File: config.mk
export PLATFORM = sky130hd
export DESIGN_NAME = rxlane_seq
export DESIGN_NICKNAME = d
export VERILOG_FILES = /design/src/rtl/rxl_pkg.sv /design/src/rtl/rxl_timer.sv /design/src/rtl/rxl_poll.sv /design/src/rtl/rxl_word.sv /design/src/rtl/rxlane_seq.sv
export SDC_FILE = /design/constraint.sdc
export NUM_CORES = 1
export LEC_CHECK = 0
export ABC_AREA = 1
export BUFFER_PORTS_ARGS = -buffer_cell sky130_fd_sc_hd__buf_2
export CAP_MARGIN = 40
export CORE_UTILIZATION = 49
export DETAILED_ROUTE_END_ITERATION = 7
export PLACE_DENSITY_LB_ADDON = 0.2
export SKIP_CTS_REPAIR_TIMING = 1
export SLEW_MARGIN = 25
export SYNTH_ARGS = -nofsm -noshare
export SYNTH_HDL_FRONTEND = slang
export SYNTH_SLANG_ARGS = --single-unit
File: constraint.sdc
create_clock -name clk -period 2.8 [get_ports clk]
set_input_delay 0.14 -clock clk [delete_from_list [all_inputs] [get_ports clk]]
set_output_delay 0.14 -clock clk [all_outputs]
set_load 0.05 [all_outputs]
File: src/rtl/rxl_pkg.sv
package rxl_pkg;
  localparam int unsigned WORD_W = 32;

  // Control word bit positions.
  localparam int unsigned B_PD    = 0;
  localparam int unsigned B_APD   = 1;
  localparam int unsigned B_SLEEP = 2;
  localparam int unsigned B_DEN   = 3;
  localparam int unsigned B_CAL   = 8;
  localparam int unsigned B_CDR   = 9;
  localparam int unsigned B_RDY   = 10;
  localparam int unsigned B_EQTR  = 11;
  localparam int unsigned B_EQRST = 12;
  localparam int unsigned B_OVR   = 31;

  localparam logic [WORD_W-1:0] WORD_RST = 32'h0000_0007;

  typedef enum logic [3:0] {
    ST_IDLE, ST_OVR, ST_PWR, ST_WAKE, ST_CAL, ST_POLL, ST_DATA,
    ST_RDY_LO, ST_CDR_ON, ST_RDY_HI, ST_CDR_OFF, ST_TAIL
  } seq_st_e;

  // One-hot mask for a control word bit.
  function automatic logic [WORD_W-1:0] bitm(input int unsigned n);
    return {{(WORD_W-1){1'b0}}, 1'b1} << n;
  endfunction

  // Counter load so that a step lands max(n,1) cycles after the previous one.
  function automatic int unsigned hold_len(input int unsigned n);
    return (n > 1) ? n - 1 : 0;
  endfunction

  function automatic int unsigned max2(input int unsigned a, input int unsigned b);
    return (a > b) ? a : b;
  endfunction
endpackage

File: src/rtl/rxl_timer.sv
module rxl_timer #(
  parameter int unsigned CW = 8
) (
  input  logic          clk,
  input  logic          rst_n,
  input  logic          ld_i,
  input  logic [CW-1:0] ld_val_i,
  output logic          zero_o
);
  logic [CW-1:0] cnt_q;

  always_ff @(posedge clk or negedge rst_n) begin
    if (!rst_n)              cnt_q <= '0;
    else if (ld_i)           cnt_q <= ld_val_i;
    else if (cnt_q != '0)    cnt_q <= cnt_q - 1'b1;
  end

  assign zero_o = (cnt_q == '0);

  // an unloaded, running count drops by exactly one per cycle
  p_tmr_dec_r3: assert property (@(posedge clk) disable iff (!rst_n)
    (!ld_i && cnt_q != '0) |=> (cnt_q == $past(cnt_q) - 1'b1));
endmodule

File: src/rtl/rxl_poll.sv
module rxl_poll #(
  parameter int unsigned TRIES = 8
) (
  input  logic clk,
  input  logic rst_n,
  input  logic clr_i,
  input  logic bump_i,
  output logic last_o
);
  localparam int unsigned PW = $clog2(TRIES + 1);
  localparam logic [PW-1:0] LAST_IX = PW'(TRIES - 1);

  logic [PW-1:0] cnt_q;

  always_ff @(posedge clk or negedge rst_n) begin
    if (!rst_n)      cnt_q <= '0;
    else if (clr_i)  cnt_q <= '0;
    else if (bump_i) cnt_q <= cnt_q + 1'b1;
  end

  assign last_o = (cnt_q == LAST_IX);

  // failed attempts never run past the attempt budget
  p_poll_cap_r4: assert property (@(posedge clk) disable iff (!rst_n)
    cnt_q <= LAST_IX);
endmodule

File: src/rtl/rxl_word.sv
module rxl_word #(
  parameter int unsigned W = 32,
  parameter logic [W-1:0] RST_VAL = '0
) (
  input  logic         clk,
  input  logic         rst_n,
  input  logic         wr_i,
  input  logic [W-1:0] set_i,
  input  logic [W-1:0] clr_i,
  output logic [W-1:0] word_o
);
  logic [W-1:0] word_q;

  always_ff @(posedge clk or negedge rst_n) begin
    if (!rst_n)    word_q <= RST_VAL;
    else if (wr_i) word_q <= (word_q & ~clr_i) | set_i;
  end

  assign word_o = word_q;
endmodule

File: src/rtl/rxlane_seq.sv
module rxlane_seq #(
  parameter int unsigned T_SHORT    = 13,
  parameter int unsigned T_WAKE     = 125,
  parameter int unsigned T_POLL     = 250000,
  parameter int unsigned POLL_TRIES = 8,
  parameter int unsigned T_SETTLE   = 7500000
) (
  input  logic        clk,
  input  logic        rst_n,
  input  logic        start_i,
  input  logic        eq_mode_i,
  input  logic        lane_pwr_i,
  input  logic        cal_rdbk_i,
  output logic [31:0] ctrl_o,
  output logic        busy_o,
  output logic        done_o,
  output logic        err_o,
  output logic        eq_handoff_o,
  output logic        lane_up_o
);
  import rxl_pkg::*;

  localparam int unsigned MAXD = max2(max2(T_SHORT, T_WAKE), max2(T_POLL, T_SETTLE));
  localparam int unsigned CW   = $clog2(MAXD + 2);
  localparam logic [CW-1:0] L_SHORT  = CW'(hold_len(T_SHORT));
  localparam logic [CW-1:0] L_WAKE   = CW'(hold_len(T_WAKE));
  localparam logic [CW-1:0] L_POLL   = CW'(hold_len(T_POLL));
  localparam logic [CW-1:0] L_SETTLE = CW'(hold_len(T_SETTLE));

  seq_st_e st_q, nxt;
  logic var_q, up_q, dn_q, er_q, ho_q;

  // Named internal events
  logic tmr_zero, step, poll_last;
  logic wr, ld, p_clr, p_bump, dn_d, er_d, ho_d, up_set, var_ld;
  logic [WORD_W-1:0] set_m, clr_m;
  logic [CW-1:0] ld_val;

  rxl_timer #(.CW(CW)) u_timer (
    .clk(clk), .rst_n(rst_n), .ld_i(ld), .ld_val_i(ld_val), .zero_o(tmr_zero)
  );

  rxl_poll #(.TRIES(POLL_TRIES)) u_poll (
    .clk(clk), .rst_n(rst_n), .clr_i(p_clr), .bump_i(p_bump), .last_o(poll_last)
  );

  rxl_word #(.W(WORD_W), .RST_VAL(WORD_RST)) u_word (
    .clk(clk), .rst_n(rst_n), .wr_i(wr), .set_i(set_m), .clr_i(clr_m), .word_o(ctrl_o)
  );

  assign step = (st_q != ST_IDLE) && tmr_zero;

  always_comb begin
    nxt = st_q; wr = 1'b0; set_m = '0; clr_m = '0; ld = 1'b0; ld_val = '0;
    p_clr = 1'b0; p_bump = 1'b0; dn_d = 1'b0; er_d = 1'b0; ho_d = 1'b0;
    up_set = 1'b0; var_ld = 1'b0;
    if (st_q == ST_IDLE) begin
      if (start_i) begin
        var_ld = 1'b1;
        ld     = 1'b1;
        nxt    = (lane_pwr_i || up_q) ? ST_RDY_LO : ST_OVR;
      end
    end else if (step) begin
      unique case (st_q)
        ST_OVR: begin
          wr = 1'b1; set_m = bitm(B_OVR); ld = 1'b1; nxt = ST_PWR;
        end
        ST_PWR: begin
          wr = 1'b1; clr_m = bitm(B_PD) | bitm(B_APD);
          ld = 1'b1; ld_val = L_SHORT; nxt = ST_WAKE;
        end
        ST_WAKE: begin
          wr = 1'b1; clr_m = bitm(B_SLEEP);
          ld = 1'b1; ld_val = L_WAKE; nxt = ST_CAL;
        end
        ST_CAL: begin
          wr = 1'b1; set_m = bitm(B_CAL); p_clr = 1'b1;
          ld = 1'b1; ld_val = L_POLL; nxt = ST_POLL;
        end
        ST_POLL: begin
          if (!cal_rdbk_i) begin
            wr = 1'b1; clr_m = bitm(B_CAL);
            ld = 1'b1; ld_val = L_SHORT; nxt = ST_DATA;
          end else if (poll_last) begin
            er_d = 1'b1; nxt = ST_IDLE;
          end else begin
            p_bump = 1'b1; ld = 1'b1; ld_val = L_POLL;
          end
        end
        ST_DATA: begin
          wr = 1'b1; set_m = bitm(B_DEN); up_set = 1'b1; ld = 1'b1; nxt = ST_RDY_LO;
        end
        ST_RDY_LO: begin
          wr = 1'b1; clr_m = bitm(B_RDY);
          ld = 1'b1; ld_val = L_SHORT; nxt = ST_CDR_ON;
        end
        ST_CDR_ON: begin
          wr = 1'b1; set_m = bitm(B_CDR) | (var_q ? bitm(B_EQRST) : '0);
          ld = 1'b1; ld_val = L_SHORT; nxt = ST_RDY_HI;
        end
        ST_RDY_HI: begin
          wr = 1'b1; set_m = bitm(B_RDY);
          ld = 1'b1; ld_val = L_SETTLE; nxt = ST_CDR_OFF;
        end
        ST_CDR_OFF: begin
          wr = 1'b1; clr_m = bitm(B_CDR);
          if (var_q) begin
            ho_d = 1'b1; nxt = ST_IDLE;
          end else begin
            ld = 1'b1; ld_val = L_SETTLE; nxt = ST_TAIL;
          end
        end
        ST_TAIL: begin
          dn_d = 1'b1; nxt = ST_IDLE;
        end
        default: nxt = ST_IDLE;
      endcase
    end
  end

  always_ff @(posedge clk or negedge rst_n) begin
    if (!rst_n) begin
      st_q <= ST_IDLE; var_q <= 1'b0; up_q <= 1'b0;
      dn_q <= 1'b0; er_q <= 1'b0; ho_q <= 1'b0;
    end else begin
      st_q <= nxt;
      dn_q <= dn_d;
      er_q <= er_d;
      ho_q <= ho_d;
      if (var_ld) var_q <= eq_mode_i;
      if (up_set) up_q <= 1'b1;
    end
  end

  assign busy_o       = (st_q != ST_IDLE);
  assign done_o       = dn_q;
  assign err_o        = er_q;
  assign eq_handoff_o = ho_q;
  assign lane_up_o    = up_q;

  // at most one ending pulse per cycle
  p_one_end_r8: assert property (@(posedge clk) disable iff (!rst_n)
    $onehot0({done_o, err_o, eq_handoff_o}));

  // an idle block without a start keeps its word
  p_idle_hold_r10: assert property (@(posedge clk) disable iff (!rst_n)
    (!busy_o && !start_i) |=> $stable(ctrl_o));

  // a timeout leaves the calibration bit and the word as they were
  p_err_keep_r5: assert property (@(posedge clk) disable iff (!rst_n)
    err_o |-> (ctrl_o[B_CAL] && $stable(ctrl_o)));

  // data enable only ever rises with the override in place
  p_den_ovr_r2: assert property (@(posedge clk) disable iff (!rst_n)
    $rose(ctrl_o[B_DEN]) |-> ctrl_o[B_OVR]);

  // clock-recovery reset is released only while PHY-ready is set
  p_cdr_rel_r7: assert property (@(posedge clk) disable iff (!rst_n)
    $fell(ctrl_o[B_CDR]) |-> ctrl_o[B_RDY]);

  // equalizer reset and hand-off belong to the extended mode only
  p_eq_mode_r9: assert property (@(posedge clk) disable iff (!rst_n)
    ($rose(ctrl_o[B_EQRST]) || eq_handoff_o) |-> var_q);
endmodule

======== Word-level counts from Yosys, hierarchy flattened ========
Index checks and enable logic that the tools add are counted.
cells by class
  add/subtract/negate cells ............... 2
  equality and inequality tests ........... 14
  mux-type cells .......................... 60
  bitwise operators ....................... 3
  reduce and logical (&&, ||, !) cells .... 13
operators by type and width
  cell                     count
  $pmux W32 S5             1
  $pmux W23 S6             1
  $mux W23                 5
  $mux W32                 2
  $pmux W11 S5             1
  $pmux W4 S10             1
  $mux W18                 2
  $and A32 B32 Y32         1
  $mux W1                  32
  $mux W4                  8
  $not A11 Y32             1
  $or A32 B32 Y32          1
  $logic_not A23 Y1        1
  $reduce_bool A23 Y1      1
  $sub A23 B1 Y23 const B  1
  $mux W11                 2
  $eq A4 B3 Y1 const B     5
  $eq A4 B4 Y1 const B     4
  $mux W13                 1
  $mux W9                  1
  $reduce_or A9 Y1         1
  $eq A4 B2 Y1 const B     2
  $reduce_or A8 Y1         1
  $reduce_bool A2 Y1       3
  other kinds (13)         13
word-level totals
  bits in registers ....................... 68
  output and inout bits ................... 37
  word-level logic and storage cells ...... 101

======== Logic depth before layout (Yosys ltp) ========
Gate-level depths: netlist (run 1).
  word-level depth ........................ 8
  gate-level depth with buffers ........... 13
  depth with buffers taken out ............ 12

======== Cells and area by module ========
A second synthesis (run 1) with hierarchy kept.
second synthesis, totals
  cells, all modules ...................... 556
  area total of the unflattened synthesis .. 3975.1 um^2
by module, submodules not included
  module      times used  cells an instance  area each (um^2)
  rxl_timer   1           237                1657.8
  rxl_word    1           167                1375.1
  rxlane_seq  1           127                734.5
  rxl_poll    1           25                 207.7

======== Least setup slack after synthesis (run 1) ========
No wires, ideal clock.
  path type ............................... flip-flop to flip-flop
  from .................................... register u_timer.cnt_q[0]
  to ...................................... register u_timer.cnt_q[19]
  arrival ................................. 1.588 ns
  data required time ...................... 2.682 ns
  slack ................................... 1.094 ns
  stages on the path, launching flop included .. 11
  buffers on the path ..................... 1
  clock period less this slack ............ 1.706 ns
  cell sequence ........................... dfrtp_1 > inv_1 > ha_1 > nand3_1 > nor2_2 > nand2_1 > nor2_4 > nand3_2 > inv_2 > buf_6 > nor2_1
on the way
  word-level cells in the longest chain between the ends .. 5
ends and longest elaborated chain
  item                                                     RTL line         source
  start, declared                                          rxl_timer.sv:10  logic [CW-1:0] cnt_q;
  start signal, assigned                                   rxl_timer.sv:14  else if (ld_i) cnt_q <= ld_val_i;
  start signal, assigned                                   rxl_timer.sv:15  else if (cnt_q != '0) cnt_q <= cnt_q - 1'b1;
  branches (longest 5 deep; another with $sub A23 B1 Y23)  --
Parallel ways; which one is timed is not known. The select of a mux whose other input is x is not followed.
A chain may end at the register's enable or synchronous reset.

======== Worst setup path after layout (run 1) ========
  from .................................... register u_timer.cnt_q[0]
  to ...................................... register u_timer.cnt_q[1]
The elaborated chain is that of the path after synthesis.

==> qor.txt, run 1 <==
# IOs = 43
Largest net degree at the start of global routing = 26
Clock network latency to the later pin of the worst-skew pair = 0.31 ns
Worst Path Buf+Inv = 3
Chip width = 78.6 um
Clk slew on worst S/H paths = 0.09 ns
First-pass GRT wire length = 10,400 um
Final ANT Viol Nets = 0
Vias/cell = 5.01
CP max stage delay = 0.39 ns
Register area share after synthesis = 39.3%
PwrDens = 996 nW/um^2
Skew final = 0.00582 ns
Distinct cells, synth = 38
Slew headroom = 63.8%
Simple-gate area share of the yosys netlist = 31.9%
Final hold violation count = 0
Worst Hold Launch = eq_mode_i
GRT overflow = 0
Vias in the first global route = 2,264
WS Path Type = flop to flop
Hold WS = 0.0699 ns
Synth Area in Compound Gates = 9.28%
Final GP Congestion = 1.02
Antenna diodes = 0
Fin crit share = 76.3%
Metal1 wirelength = 2760 um
Max clock buf depth = 2
Max frequency = 468 MHz
Syn Inst Count = 380
Post-detail-place hpwl = 4800 um
Setup violations, final = 0
Most common cell after layout, fill and taps aside = nand2_1
CP Data Required Time = 3.00 ns
CP startpoint kind = flop
Slowest CP cell = dfrtp_1
Max-slew violation count = 0
H-tree levels = 2
First-pass DRT Iterations = 4
Setup ws final = 0.662 ns
Mapped Area = 2870 sq um
Die Y = 78.6 um
Max VDD drop = 0.539 mV
RSZ-0062 raised after global routing = false
Cell family with most CP delay = simple AND/OR/NAND/NOR gates
Setup TNS = 0 ns
Max Cap Viol = 0
Synthesis Warnings = 0
RR Startpoint = u_timer.cnt_q[0]
Fin nets = 410
Top routing layer in use = met4
DRC = 0
Most frequent cells in the layout = 80 x nand2_1, 42 x dfrtp_1, 41 x inv_1
Clk sink count = 45
Routed wire length on met2 = 3100 um
DR vias = 2,380
Initial Util = 51.5%
Root Buffer = clkbuf_8
CTS tree = yes
Power, Total = 3.10 mW
Avg Cell Area, Syn = 7.56 sq um
Port Buffer Count = 19
Outcome = completed
Post-Synth XOR/XNOR Area = 4.27%
GRT Total Usage = 21.8%
Main combinational cell family by area after synthesis = simple AND/OR/NAND/NOR gates
Multiplexer share of the synthesized area = 0%
Initial antenna violation count = 0
Crit path from = u_timer.cnt_q[0]
Initial DRC Count = 111
Core area = 5570 sq um
Tmin final = 2.14 ns
Rows = 27
Seq cells post-synth = 45
Arrival @ worst endpoint = 2.34 ns
Area delta synth->final = 8.19%
Worst-margin pin slew = 0.543 ns
Final WL = 6170 um
Worst slack at placement = 0.708 ns
Leak = 1.59 nW
Placed insts = 466
Area after DPL = 2960 sq um
Critical path cell sequence = inv_1 -> ha_1 -> nand3_1 -> inv_1 -> nand3_1 -> nor2_4 -> nand2_2 -> nand3_2 -> inv_2 -> nand2_1 -> nand2_1
Maximum net fanout on the critical path = 21
Hold Path Class = input port to flop
Final Cell Area = 3110 sq um
Wirelength per Cell = 13.0 um
Share of cells above drive strength 1 = 17.1%
Area of the die = 6170 sq um
Non-Filler Instances = 475
CP Capture Type = flop
Post-Synth Adder-Cell Area = 0.871%
Total CTS buffers = 5
Met3 WL = 241 um
Fin util = 55.8%
==> cells by family after synthesis <==
family,Yosys count
other,1
flip-flops,45
buffers and inverters,81
AND/OR/NAND/NOR,194
adder cells (fa/ha/maj),2
XOR/XNOR,14
AO/OA/AOI/OAI,43
==> tightest hold or removal path, stage by stage <==
cell	delay (ns)
buf_2	0.07
nor2_1	0.03
a21oi_1	0.09
==> Yosys cell counts <==
cell type / count / area [sq um]
a21oi_1: 12 / 60.1
nor2_1: 39 / 146
o21ai_0: 15 / 75.1
nand4_1: 9 / 56.3
nor2_4: 2 / 22.5
xor2_1: 12 / 105
conb_1: 1 / 3.75
nor3_4: 1 / 16.3
o2111ai_1: 1 / 8.76
inv_2: 11 / 41.3
nand3_2: 2 / 20.0
inv_4: 1 / 6.26
xnor2_1: 2 / 17.5
buf_6: 2 / 22.5
nand2_2: 4 / 25.0
o21a_1: 1 / 7.51
nand4_4: 1 / 21.3
and2_1: 1 / 6.26
o21ai_2: 1 / 8.76
ha_1: 2 / 25.0
nand3_1: 34 / 170
o21bai_1: 1 / 7.51
dfrtp_1: 42 / 1050
a21oi_2: 6 / 52.6
nand2_4: 1 / 11.3
buf_2: 1 / 5.00
o31ai_1: 2 / 15.0
nand2_1: 80 / 300
a21oi_4: 1 / 16.3
dfstp_2: 3 / 78.8
nor4_1: 1 / 6.26
clkbuf_1: 2 / 7.51
inv_1: 41 / 154
o21ai_1: 3 / 15.0
nor3_1: 8 / 40.0
nand3b_1: 4 / 30.0
nor2_2: 7 / 43.8
buf_4: 23 / 173
==> layer usage <==
metal  GRT usage [%]  vias up
met5               0        -
met4            7.59        0
met3            4.77        8
met2            37.0       59
met1            27.1     1105
li1                -     1208
==> state kept, by name, summed over array words and instances, names as in the netlist <==
| signal | flops |
|---|---|
| st_q | 4 |
| u_timer.cnt_q | 23 |
| u_poll.cnt_q | 4 |
| err_o | 1 |
| done_o | 1 |
| var_q | 1 |
| eq_handoff_o | 1 |
| lane_up_o | 1 |
| u_word.word_o | 9 |
==> final timing paths <==
| check | endpoint | slack (ns) | cells past startpoint |
|---|---|---|---|
| worst min-delay path | var_q | 0.07 | 3 |
| worst min register to register | u_word.word_o[0] | 0.45 | 2 |
| max in group asynchronous | u_word.word_o[2] | 1.88 | 3 |
| worst max register to register | u_timer.cnt_q[1] | 0.66 | 11 |
| worst max-delay path | u_timer.cnt_q[1] | 0.66 | 11 |
| min in group asynchronous | u_timer.cnt_q[9] | 0.34 | 2 |
==> where the power goes <==
group | leakage, nW | internal (mW) | switching, mW
Clock | 0.0687 | 0.359 | 0.245
Sequential | 0.582 | 0.808 | 0.121
Combinational | 0.942 | 0.486 | 1.08
==> cell type report <==
class	count	area, sq um
sequential	45	1130
clock buffer	5	68.8
clock inverter	3	68.8
timing repair buffer	21	133
inverter	53	201
multi-input combinational	276	1420
fill	556	2470
tap	72	90.1
Power figures use the tool's default switching activity.
==> run 2, diff against run 1 <==
Settings changed: ABC_AREA 1 to 0.
Clock period 2.8 ns to 2.17 ns, I/O delays scaled along.
==> run 2 against run 1 <==
Net effect:
- the flow now finishes with violations (setup timing)
- sequential cell count unchanged
- largest power group is now sequential cells
- final cell count fell by 8.8%
- die area fell by 5.7%
- via count up 1.8%
- final area up 17%
- power down 47%
- synthesized cell count fell by 25%
- largest cell class unchanged
- hold slack worse by 0.039 ns
==> qor.txt, run 2 <==
Outcome = complete, but fails checks
Failing checks = setup timing
Final WL = 7160 um
Initial Util = 51.9%
DR vias = 2,423
Setup ws final = -0.0909 ns
Rows = 26
DRC = 0
Max-slew violation count = 0
Final Cell Area = 3650 sq um
Most frequent cells after synthesis = 42 x dfrtp_1, 23 x buf_4, 20 x o21ai_0
Skew final = 0.0112 ns
Final ANT Viol Nets = 0
Top-count cell post-synth = dfrtp_1
Crit path from = u_timer.cnt_q[1]
Hold depth = 2
Power, Total = 1.64 mW
Mapped Area = 2700 sq um
Area after DPL = 3210 sq um
Top-area cell type share of the netlist area = 38.9%
Vias in the first global route = 2,294
Share of cells above drive strength 1 = 41.0%
Clk sink count = 45
Core area = 5200 sq um
Max clock buf depth = 2
Fin crit share = 104%
Final GP Congestion = 0.866
Area of the die = 5820 sq um
Initial DRC Count = 143
Number of enable flip-flop cells after synthesis = 0
Total CTS buffers = 5
Most frequent cells in the layout = 53 x buf_4, 42 x dfrtp_1, 23 x conb_1
Avg Cell Area, Syn = 9.52 sq um
Fin nets = 370
CP Capture Type = flop
Cell taking the most area after synthesis = dfrtp_1
Area delta synth->final = 35.0%
Max VDD drop = 0.308 mV
Reg2Reg Depth = 8
Leak = 1.51 nW
Hold Path Class = input port to flop
GRT overflow = 0
H-tree levels = 2
Wirelength per Cell = 16.5 um
Port Buffer Count = 19
RR Startpoint = u_timer.cnt_q[1]
Top post-synthesis cells by area = dfrtp_1 39%, buf_4 6.4%, o21ai_0 3.7%
Initial antenna violation count = 0
Clock network latency to the later pin of the worst-skew pair = 0.31 ns
Root Buffer = clkbuf_8
Arrival @ worst endpoint = 2.49 ns
Clk slew on worst S/H paths = 0.09 ns
Seq cells post-synth = 45
Chip width = 76.3 um
Maximum net fanout on the critical path = 6
Die Y = 76.3 um
Synth async-reset ratio = 100%
Distinct cells, synth = 61
Most common cell after layout, fill and taps aside = buf_4
Max Cap Viol = 0
Tmin final = 2.26 ns
Hold WS = 0.0310 ns
RSZ-0062 raised after global routing = true
Antenna diodes = 0
Synthesis Warnings = 0
Vias/cell = 5.60
First-pass DRT Iterations = 4
Largest register FFs = 23
Register area share after synthesis = 41.8%
WS Path Type = flop to flop
# IOs = 43
Setup violations, final = 14
Syn Inst Count = 284
Final hold violation count = 0
CTS tree = yes
First-pass GRT wire length = 11,200 um
PwrDens = 449 nW/um^2
Post-detail-place hpwl = 5010 um
Max frequency = 442 MHz
Top_reg_cell synth = dfrtp_1
GRT Total Usage = 24.5%
Largest net degree at the start of global routing = 46
CP Data Required Time = 2.40 ns
Biggest register = u_timer.cnt_q
CP startpoint kind = flop
Worst Hold Launch = eq_mode_i
## run 2: worst max-delay path, stage by stage (launching register included)
cell and delay [ns]:
dfrtp_1 0.42, inv_2 0.09, ha_4 0.13, or4b_4 0.48, nor4_4 0.16, buf_6 0.19, nand3_2 0.11, a2111o_1 0.41
a22oi_1 0.19
## run 2: worst paths after layout
path                                     end  slack, ns
min in group asynchronous  u_timer.cnt_q[14]       0.32
setup / recovery            u_timer.cnt_q[1]      -0.09
setup reg to reg            u_timer.cnt_q[1]      -0.09
max in group asynchronous   u_word.word_o[1]       1.58
hold reg to reg             u_word.word_o[2]       0.46
hold / removal                         var_q       0.03
## run 2: area by class of cell
class                   count  area (sq um)
fillers                   404          1550
clock buffers               6          82.6
inverters                   7          26.3
well taps                  70          87.6
clock inverters             2          37.5
flip-flops and latches     45          1130
repair buffers             83           642
multi-input cells         220          1650
## run 2: power by group
| part | internal (mW) | leakage [nW] | switching [mW] | total (mW) |
|---|---|---|---|---|
| Combinational | 0.00976 | 0.977 | 0.109 | 0.119 |
| Clock | 0.375 | 0.0574 | 0.307 | 0.682 |
| Sequential | 0.838 | 0.478 | 0 | 0.838 |
## run 2: per-layer routing
layer	up-vias	GRT usage, %	share of wire, %
met4	0	7.88	1.7
met2	55	40.5	50
met1	1187	32.9	45
met3	11	3.71	2.9
li1	1170	-	-
met5	-	0	0
## run 2: cells by family after synthesis
logic type	Yosys count	synth area share, %
DFF	45	41.8
AOI/OAI and AO/OA	83	21.0
muxes	3	1.16
and+or+nand+nor	96	21.8
adders and majority gates	2	0.925
xor gates and xnor gates	13	4.21
buffers and inverters	41	8.98
other	1	0.139
## run 2: through the flow
step                utilization, %  worst slack [ns]  setup TNS, ns  instances
floorplan                        -           -0.0824         -0.526        306
global placement              61.6           -0.0570         -0.440        415
detailed placement            61.6           -0.0944          -1.21        415
CTS                           63.9            -0.123          -1.98        423
global route                  70.1            -0.190          -2.75        433
finish                        70.1           -0.0909         -0.684        433
